## config.mk

```make
export PLATFORM = sky130hd
export DESIGN_NAME = aux_i2c_seq
export DESIGN_NICKNAME = d
export VERILOG_FILES = /design/src/rtl/aux_i2c_seq_pkg.sv /design/src/rtl/aux_retry_ctrl.sv /design/src/rtl/aux_chunk_ctrl.sv /design/src/rtl/aux_i2c_seq.sv
export SDC_FILE = /design/constraint.sdc
export NUM_CORES = 1
export LEC_CHECK = 0
export BUFFER_PORTS_ARGS = -buffer_cell sky130_fd_sc_hd__buf_2
export CAP_MARGIN = 10
export CORE_ASPECT_RATIO = 0.6
export CORE_MARGIN = 2
export CORE_UTILIZATION = 45
export CTS_CLUSTER_DIAMETER = 150
export DETAILED_ROUTE_END_ITERATION = 16
export GPL_ROUTABILITY_DRIVEN = 0
export PLACE_DENSITY_LB_ADDON = 0.12
export SYNTH_ARGS = -nofsm -noshare
export SYNTH_HDL_FRONTEND = slang
export SYNTH_SLANG_ARGS = --single-unit
```

## constraint.sdc

```tcl
create_clock -name clk_i -period 6.5 [get_ports clk_i]
set_input_delay 0.975 -clock clk_i [delete_from_list [all_inputs] [get_ports clk_i]]
set_output_delay 0.975 -clock clk_i [all_outputs]
set_load 0.01 [all_outputs]
```

## src/rtl/aux_i2c_seq_pkg.sv

```systemverilog
package aux_i2c_seq_pkg;

  localparam int MOT_BIT = 2;

  typedef enum logic [1:0] {CODE_WR = 2'd0, CODE_RD = 2'd1, CODE_WSU = 2'd2} i2c_code_e;
  typedef enum logic [1:0] {RPL_ACK = 2'd0, RPL_NACK = 2'd1, RPL_DEFER = 2'd2} reply_e;
  typedef enum logic [1:0] {STS_OK = 2'd0, STS_RIO = 2'd1, STS_PROTO = 2'd2} seq_status_e;
  typedef enum logic [1:0] {PH_START, PH_DATA, PH_CLOSE} phase_e;
  typedef enum logic [1:0] {S_IDLE, S_ISSUE, S_WAIT} seq_state_e;

  // request: precharge+sync+stop+cmd+addr+len ; reply: precharge+sync+stop+cmd+pad
  localparam int AUX_REQ_BITS = 66;
  localparam int AUX_RPL_BITS = 42;
  localparam int I2C_FIXED_BITS = 11;  // start + addr/rw/ack + stop

  function automatic int retry_base(input int size, input int khz, input int floor_n,
                                    input int gap_us);
    int i2c_us, aux_us, q;
    i2c_us = ((I2C_FIXED_BITS + 9 * size) * 1000 + khz - 1) / khz;
    aux_us = AUX_REQ_BITS + AUX_RPL_BITS + 8 * size + gap_us;
    q = (i2c_us + aux_us - 1) / aux_us;
    return (q < floor_n) ? floor_n : q;
  endfunction

endpackage

```

## src/rtl/aux_retry_ctrl.sv

```systemverilog
module aux_retry_ctrl
  import aux_i2c_seq_pkg::*;
#(
  parameter int MAX_CHUNK  = 16,
  parameter int SZ_W       = 5,
  parameter int I2C_KHZ    = 10,
  parameter int MIN_RETRY  = 7,
  parameter int MAX_EXTRA  = 7,
  parameter int GAP_US     = 500,
  parameter int DEFER_WAIT = 8
) (
  input  logic            clk_i,
  input  logic            rst_ni,
  input  logic            clr_i,
  input  logic            fail_i,
  input  logic            i2c_defer_i,
  input  logic            wait_i,
  input  logic [SZ_W-1:0] size_i,
  output logic            give_up_o,
  output logic            wait_done_o
);
  localparam int BASE_MAX = retry_base(MAX_CHUNK, I2C_KHZ, MIN_RETRY, GAP_US);
  localparam int ATT_W    = $clog2(BASE_MAX + MAX_EXTRA + 1) + 2;
  localparam int EXT_W    = $clog2(MAX_EXTRA + 1) + 1;
  localparam int WAIT_W   = $clog2(DEFER_WAIT + 1) + 1;
  localparam int N_TBL    = 2 ** SZ_W;

  logic [ATT_W-1:0] base_tbl [N_TBL];

  for (genvar g = 0; g < N_TBL; g++) begin : g_base
    localparam int SZ = (g > MAX_CHUNK) ? MAX_CHUNK : g;
    assign base_tbl[g] = ATT_W'(retry_base(SZ, I2C_KHZ, MIN_RETRY, GAP_US));
  end

  logic [ATT_W-1:0]  att_q, att_nx, limit_nx;
  logic [EXT_W-1:0]  ext_q, ext_nx;
  logic [WAIT_W-1:0] tmr_q;

  assign ext_nx    = (i2c_defer_i && ext_q < EXT_W'(MAX_EXTRA)) ? ext_q + 1'b1 : ext_q;
  assign att_nx    = att_q + 1'b1;
  assign limit_nx  = base_tbl[size_i] + ATT_W'(ext_nx);
  assign give_up_o = att_nx >= limit_nx;

  always_ff @(posedge clk_i or negedge rst_ni) begin
    if (!rst_ni) begin
      att_q <= '0;
      ext_q <= '0;
    end else if (clr_i) begin
      att_q <= '0;
      ext_q <= '0;
    end else if (fail_i) begin
      att_q <= att_nx;
      ext_q <= ext_nx;
    end
  end

  always_ff @(posedge clk_i or negedge rst_ni) begin
    if (!rst_ni)            tmr_q <= '0;
    else if (wait_i)        tmr_q <= WAIT_W'(DEFER_WAIT);
    else if (tmr_q != '0)   tmr_q <= tmr_q - 1'b1;
  end

  assign wait_done_o = (tmr_q == '0);


  att_bound_chk: assert property (@(posedge clk_i) disable iff (!rst_ni)
    att_q < base_tbl[size_i] + ATT_W'(ext_q));

  extra_cap_chk: assert property (@(posedge clk_i) disable iff (!rst_ni)
    ext_q <= EXT_W'(MAX_EXTRA));

  extra_step_chk: assert property (@(posedge clk_i) disable iff (!rst_ni)
    !clr_i |=> ext_q <= $past(ext_q) + 1'b1);

endmodule

```

## src/rtl/aux_chunk_ctrl.sv

```systemverilog
module aux_chunk_ctrl #(
  parameter int LEN_W     = 8,
  parameter int MAX_CHUNK = 16,
  parameter int SZ_W      = 5
) (
  input  logic             clk_i,
  input  logic             rst_ni,
  input  logic             load_i,
  input  logic [LEN_W-1:0] len_i,
  input  logic             adv_i,
  input  logic [SZ_W-1:0]  cnt_i,
  output logic [SZ_W-1:0]  seg_left_o,
  output logic [LEN_W-1:0] ptr_o,
  output logic             seg_end_o,
  output logic             msg_end_o,
  output logic             short_o
);
  logic [LEN_W-1:0] left_q, ptr_q, left_nx;
  logic [SZ_W-1:0]  seg_q, lim_q, minr_q, cnt_eff, minr_upd;

  function automatic logic [SZ_W-1:0] clip(input logic [SZ_W-1:0] lim,
                                           input logic [LEN_W-1:0] left);
    return (left < LEN_W'(lim)) ? left[SZ_W-1:0] : lim;
  endfunction

  assign cnt_eff   = (cnt_i > seg_q) ? seg_q : cnt_i;
  assign left_nx   = left_q - LEN_W'(cnt_eff);
  assign short_o   = cnt_i < seg_q;
  assign seg_end_o = !short_o;
  assign msg_end_o = LEN_W'(cnt_eff) >= left_q;
  assign minr_upd  = (short_o && cnt_i < minr_q) ? cnt_i : minr_q;

  always_ff @(posedge clk_i or negedge rst_ni) begin
    if (!rst_ni) begin
      left_q <= '0;
      ptr_q  <= '0;
      seg_q  <= '0;
      lim_q  <= SZ_W'(MAX_CHUNK);
      minr_q <= '0;
    end else if (load_i) begin
      left_q <= len_i;
      ptr_q  <= '0;
      lim_q  <= SZ_W'(MAX_CHUNK);
      seg_q  <= clip(SZ_W'(MAX_CHUNK), len_i);
      minr_q <= clip(SZ_W'(MAX_CHUNK), len_i);
    end else if (adv_i) begin
      ptr_q  <= ptr_q + LEN_W'(cnt_eff);
      left_q <= left_nx;
      if (seg_end_o) begin
        lim_q  <= minr_upd;
        seg_q  <= clip(minr_upd, left_nx);
        minr_q <= clip(minr_upd, left_nx);
      end else begin
        seg_q  <= seg_q - cnt_eff;
        minr_q <= minr_upd;
      end
    end
  end

  assign seg_left_o = seg_q;
  assign ptr_o      = ptr_q;


  seg_bound_chk: assert property (@(posedge clk_i) disable iff (!rst_ni)
    seg_q <= lim_q && LEN_W'(seg_q) <= left_q);

  lim_shrink_chk: assert property (@(posedge clk_i) disable iff (!rst_ni)
    !load_i |=> lim_q <= $past(lim_q));

endmodule

```

## src/rtl/aux_i2c_seq.sv

```systemverilog
module aux_i2c_seq
  import aux_i2c_seq_pkg::*;
#(
  parameter int LEN_W      = 8,
  parameter int MAX_CHUNK  = 16,
  parameter int I2C_KHZ    = 10,
  parameter int DEFER_WAIT = 8,
  parameter int CNT_W      = 16,
  localparam int SZ_W      = $clog2(MAX_CHUNK + 1)
) (
  input  logic             clk_i,
  input  logic             rst_ni,
  input  logic             msg_valid_i,
  input  logic             msg_read_i,
  input  logic [6:0]       msg_addr_i,
  input  logic [LEN_W-1:0] msg_len_i,
  output logic             msg_ready_o,
  output logic             req_valid_o,
  output logic [3:0]       req_cmd_o,
  output logic [6:0]       req_addr_o,
  output logic [SZ_W-1:0]  req_size_o,
  output logic [LEN_W-1:0] req_ptr_o,
  input  logic             rsp_valid_i,
  input  logic             rsp_busy_i,
  input  logic [3:0]       rsp_reply_i,
  input  logic [SZ_W-1:0]  rsp_count_i,
  output logic             done_o,
  output logic [1:0]       status_o,
  output logic [CNT_W-1:0] nack_events_o,
  output logic [CNT_W-1:0] defer_events_o
);
  seq_state_e  state_q;
  phase_e      phase_q;
  i2c_code_e   code_q;
  seq_status_e sts_q;
  logic        mot_q, rd_q, zlen_q, done_q;
  logic [6:0]  addr_q;
  logic [CNT_W-1:0] nack_q, defer_q;

  logic [1:0] nat, i2c;
  logic rsp_now, accept, nat_defer, i2c_defer, i2c_nack, retry, ok, zero, good, fatal;
  logic give_up, wait_done;
  logic [SZ_W-1:0]  seg_left;
  logic [LEN_W-1:0] ptr;
  logic seg_end, msg_end, short_rpl;
  i2c_code_e plain;

  assign accept    = (state_q == S_IDLE) && msg_valid_i;
  assign rsp_now   = (state_q == S_ISSUE) && rsp_valid_i;
  assign nat       = rsp_reply_i[1:0];
  assign i2c       = rsp_reply_i[3:2];
  assign nat_defer = !rsp_busy_i && nat == RPL_DEFER;
  assign i2c_defer = !rsp_busy_i && nat == RPL_ACK && i2c == RPL_DEFER;
  assign i2c_nack  = !rsp_busy_i && nat == RPL_ACK && i2c == RPL_NACK;
  assign retry     = rsp_busy_i || nat_defer || i2c_defer;
  assign ok        = !rsp_busy_i && nat == RPL_ACK && i2c == RPL_ACK;
  assign zero      = ok && phase_q == PH_DATA && rsp_count_i == '0;
  assign good      = ok && !zero;
  assign fatal     = rsp_now && ((!retry && !ok) || (retry && give_up) || zero);
  assign plain     = rd_q ? CODE_RD : CODE_WR;

  aux_retry_ctrl #(
    .MAX_CHUNK(MAX_CHUNK), .SZ_W(SZ_W), .I2C_KHZ(I2C_KHZ), .MIN_RETRY(7),
    .MAX_EXTRA(7), .GAP_US(500), .DEFER_WAIT(DEFER_WAIT)
  ) u_retry (
    .clk_i,
    .rst_ni,
    .clr_i      (accept || (rsp_now && (good || fatal))),
    .fail_i     (rsp_now && retry && !give_up),
    .i2c_defer_i(i2c_defer),
    .wait_i     (rsp_now && (nat_defer || i2c_defer) && !give_up),
    .size_i     (req_size_o),
    .give_up_o  (give_up),
    .wait_done_o(wait_done)
  );

  aux_chunk_ctrl #(
    .LEN_W(LEN_W), .MAX_CHUNK(MAX_CHUNK), .SZ_W(SZ_W)
  ) u_chunk (
    .clk_i,
    .rst_ni,
    .load_i    (accept),
    .len_i     (msg_len_i),
    .adv_i     (rsp_now && good && phase_q == PH_DATA),
    .cnt_i     (rsp_count_i),
    .seg_left_o(seg_left),
    .ptr_o     (ptr),
    .seg_end_o (seg_end),
    .msg_end_o (msg_end),
    .short_o   (short_rpl)
  );

  always_ff @(posedge clk_i or negedge rst_ni) begin
    if (!rst_ni) begin
      state_q <= S_IDLE;
      phase_q <= PH_START;
      code_q  <= CODE_WR;
      sts_q   <= STS_OK;
      mot_q   <= 1'b0;
      rd_q    <= 1'b0;
      zlen_q  <= 1'b0;
      addr_q  <= '0;
      done_q  <= 1'b0;
    end else begin
      done_q <= 1'b0;
      unique case (state_q)
        S_IDLE: if (msg_valid_i) begin
          addr_q  <= msg_addr_i;
          rd_q    <= msg_read_i;
          code_q  <= msg_read_i ? CODE_RD : CODE_WR;
          mot_q   <= 1'b1;
          phase_q <= PH_START;
          sts_q   <= STS_OK;
          zlen_q  <= (msg_len_i == '0);
          state_q <= S_ISSUE;
        end
        S_ISSUE: if (rsp_valid_i) begin
          if (fatal || (good && phase_q == PH_CLOSE)) begin
            if (phase_q == PH_CLOSE) begin
              state_q <= S_IDLE;
              done_q  <= 1'b1;
            end else begin
              sts_q   <= zero ? STS_PROTO : STS_RIO;
              phase_q <= PH_CLOSE;
              code_q  <= plain;
              mot_q   <= 1'b0;
              state_q <= S_WAIT;
            end
          end else if (good) begin
            state_q <= S_WAIT;
            if (phase_q == PH_START) begin
              code_q <= plain;
              if (zlen_q) begin
                phase_q <= PH_CLOSE;
                mot_q   <= 1'b0;
              end else begin
                phase_q <= PH_DATA;
              end
            end else if (msg_end) begin
              phase_q <= PH_CLOSE;
              mot_q   <= 1'b0;
              code_q  <= plain;
            end else if (seg_end) begin
              code_q <= plain;
            end else if (short_rpl && code_q == CODE_WR) begin
              code_q <= CODE_WSU;
            end
          end else begin
            if (i2c_defer && code_q == CODE_WR) code_q <= CODE_WSU;
            state_q <= S_WAIT;
          end
        end
        S_WAIT: if (wait_done) state_q <= S_ISSUE;
        default: state_q <= S_IDLE;
      endcase
    end
  end

  always_ff @(posedge clk_i or negedge rst_ni) begin
    if (!rst_ni) begin
      nack_q  <= '0;
      defer_q <= '0;
    end else begin
      if (rsp_now && i2c_nack)  nack_q  <= nack_q + 1'b1;
      if (rsp_now && i2c_defer) defer_q <= defer_q + 1'b1;
    end
  end

  assign msg_ready_o    = (state_q == S_IDLE);
  assign req_valid_o    = (state_q == S_ISSUE);
  assign req_cmd_o      = {1'b0, mot_q, code_q};
  assign req_addr_o     = addr_q;
  assign req_size_o     = (phase_q == PH_DATA) ? seg_left : '0;
  assign req_ptr_o      = ptr;
  assign done_o         = done_q;
  assign status_o       = sts_q;
  assign nack_events_o  = nack_q;
  assign defer_events_o = defer_q;


  start_pkt_chk: assert property (@(posedge clk_i) disable iff (!rst_ni)
    msg_valid_i && msg_ready_o |=> req_valid_o && req_cmd_o[MOT_BIT] && req_size_o == '0);

  close_pkt_chk: assert property (@(posedge clk_i) disable iff (!rst_ni)
    done_o |-> $past(req_valid_o && rsp_valid_i && !req_cmd_o[MOT_BIT] && req_size_o == '0));

  req_hold_chk: assert property (@(posedge clk_i) disable iff (!rst_ni)
    req_valid_o && !rsp_valid_i |=> req_valid_o && $stable(req_cmd_o) && $stable(req_size_o)
                                     && $stable(req_ptr_o));

  read_code_chk: assert property (@(posedge clk_i) disable iff (!rst_ni)
    req_valid_o && rd_q |-> req_cmd_o[1:0] == CODE_RD);

  size_cap_chk: assert property (@(posedge clk_i) disable iff (!rst_ni)
    req_size_o <= SZ_W'(MAX_CHUNK));

endmodule

```

==> out/qor.yml <==
status: "complete, no violations"
die_y_um: 94.5
grt_pass1_wl_mm: 25.8
r2r_slack_ns: 0.73
worstPathCellList: "buf_2 > ha_1 > and3_1 > o21ai_1 > and3_1 > a31oi_1 > o21ai_0 > ha_1 > fa_1 > nor2b_1 > o21a_1 > nor2_1 > xnor2_1 > ha_1 > nand4_1 > o211ai_1 > a211oi_1 > nand4_1 > a211oi_4 > mux2_2 > o21ai_0"
crit_arrival_ns: 6.09
antennaDiodeCount: 0
ys_ff_latch: 93
period_minus_slack_ns: 5.83
synth.net_count: 731
nets: 817
htreeDepth: 3
hold_class: "reg -> reg"
root_buffer: "clkbuf_16"
dpl.hpwl_mm: 12.4
setup_viol: 0
critPathLaunchType: "primary input"
max_freq_mhz: 171
io_buffers: 89
cts_sinks: 93
antenna_found_initial: 0
syn2layout_area_growth_pct: 14.8
rows: 33
p_leak_nw: 3.56
synthCells: 650
grt_start_max_net_pins: 58
cts_tree: "yes"
worst_slew_pin_slew_ns: 0.946
postCtsSetupRepairBufs: 0
r2r-end: "u_chunk.seg_left_o[3]$_DFFE_PN0P_"
synth_top_area_share_pct: 37.9
antenna_left: 0
max_stage_delay_ns: 0.42
ios: 91
worstSetupEndpointType: "flip-flop"
skew_ns: 0.00891
maxCapViolations: 0
hold_viol_final: 0
path_class: "in -> reg"
final_cell_area_mm2: 0.00705
cts_buffers: 9
irDropWorstVdd_mv: 0.199
r2r_cells: 21
dr.pass1.iters: 5
first_iter_violations: 389
fin_crit_sh_pct: 89.7
synth.cell_area_mm2: 0.00614
dr_total_vias: 5196
finalSetupTns_ns: 0
grt_use_total_pct: 22.6
ys_types: 70
timing.critical_path.mode_cell: "ha_1"
hold_path_startpoint: "nack_events_o[15]$_DFFE_PN0P_"
holdPathStages: 1
rsz0062_at_grt: "no"
min_to: "nack_events_o[15]$_DFFE_PN0P_"
synth-edff-count: 0
power_density_mw_per_mm2: 401
worstPathRequired_ns: 6.75
synth_top_flop_cell: "dfrtp_1"
start_util_pct: 45.5
drc: 0
synth_common_cells: "dfrtp_1 (93), nand2_1 (75), nor2_1 (50), ha_1 (47), inv_1 (38)"
async_flop_share_pct: 100
relSlewSlack_pct: 36.7
die-area_mm2: 0.0146
fillers: 1283
crit_slowest_cell: "a211oi_4"
multi_input_area_mm2: 0.00356
synthTopCellsByArea: "dfrtp_1 (38%), ha_1 (9.6%), xnor2_1 (5.0%), nand2_1 (4.6%), xor2_1 (3.3%)"
ys_warn_count: 0
synth.most_common_cell: "dfrtp_1"
r2r_start: "u_chunk.seg_left_o[3]$_DFFE_PN0P_"
yosysSeqAreaShare_pct: 37.9
grt_pass1_vias: 4922
core_mm2: 0.0135
dpl_cell_area_mm2: 0.00672
slew_violations: 0
syn_area_per_cell_um2: 9.45
wl_mm: 16.0
grt_overflow: 0
seq_area_mm2: 0.00233
fp.dieW_um: 155
avgViaCountPerCell: 5.67
synth_top_area_cell: "dfrtp_1"
hold_buffers: 0
cts-resized-gates: 0
clock_path_buffers: 2
routedWlPerCell_um: 17.5
drive_gt1_share_pct: 19.4
clkTransAtPathRegs_ns: 0.07
total_power_w: 0.00283
clk_latency_ns: 0.34
critPathMaxFanout: 8
## placed cells by master, fill, tap and decap left out, types with 11 or more instances in the layout
cell     netlist  routed
dfrtp_1       93      93
buf_2          4      88
nand2_1       75      75
nor2_1        50      50
ha_1          47      47
inv_1         38      38
a21oi_1       36      36
xnor2_1       35      35
nand3_1       25      25
xor2_1        23      23
o21ai_0       23      23
mux2_2        14      14
and3_1        14      14
a21o_1        13      13
mux2i_1       11      11
## worst max-delay path, delay by kind of cell
kind | cells | cell delay, ns
AND/OR/NAND/NOR | 6 | 1.12
adder cells (fa/ha/maj) | 4 | 1.33
multiplexers | 1 | 0.40
AO/OA/AOI/OAI | 8 | 1.82
buffers and inverters | 1 | 0.15
XOR/XNOR | 1 | 0.29
## power by group
part	internal [W]	leakage, nW	switching, W
combinational	0.000562	2.16	0.000862
clock	0.000351	0.163	0.000235
sequential	0.000691	1.24	0.000125
## how the worst max path moves through the flow
stage | endpoint | cells after the start | from
3_3_place_gp | u_chunk.minr_q[0]$_DFFE_PN0P_ | 21 | rsp_count_i[4]
2_1_floorplan | u_chunk.seg_left_o[1]$_DFFE_PN0P_ | 20 | rsp_count_i[4]
3_5_place_dp | u_chunk.seg_left_o[3]$_DFFE_PN0P_ | 21 | rsp_count_i[4]
4_1_cts | u_chunk.seg_left_o[3]$_DFFE_PN0P_ | 21 | rsp_count_i[4]
5_1_grt | u_chunk.seg_left_o[2]$_DFFE_PN0P_ | 21 | rsp_count_i[4]
6_report | u_chunk.seg_left_o[3]$_DFFE_PN0P_ | 21 | rsp_count_i[4]
## cell families after synthesis
logic type | share of synthesized area, %
buffers and inverters | 4.24
xor gates and xnor gates | 8.27
and+or+nand+nor | 18.8
adders and majority gates | 10.9
DFF | 37.9
other | 0.0610
muxes | 4.36
AOI/OAI and AO/OA | 15.6
## routing by layer
layer	global-route usage [%]	part of all wire, %
met1	33.3	49
met2	33.7	42
met3	5.60	7.7
met4	4.63	0.75
met5	0	0
## sequential cells by signal, summed over array words and instances, names as in the netlist, 7 cells and up
register	count
nack_events_o	16
req_addr_o	7
u_chunk.ptr_o	8
u_chunk.left_q	8
defer_events_o	16
u_retry.att_q	7
## stage by stage
stage / util, % / worst slack [ns] / std cells / hold WS (ns)
final: 52.2 / 0.667 / 916 / 0.479
after global routing: 52.2 / 0.337 / 916 / 0.494
after CTS: 52.2 / 0.723 / 916 / 0.486
after detailed placement: 49.8 / 0.378 / 900 / 0.466
after global placement: 49.8 / 0.632 / 900 / 0.455
after floorplan: - / 1.19 / 650 / 0.445
## cell type report
cell class                      instances  area share, %
Clock buffer                           10           3.39
Clock inverter                          6           1.30
Inverter                               38           2.02
Tap cell                              175           3.10
Sequential cell                        93           33.0
Multi-Input combinational cell        501           50.4
Timing Repair Buffer                   93           6.78
(Power assumes the default switching activity.)
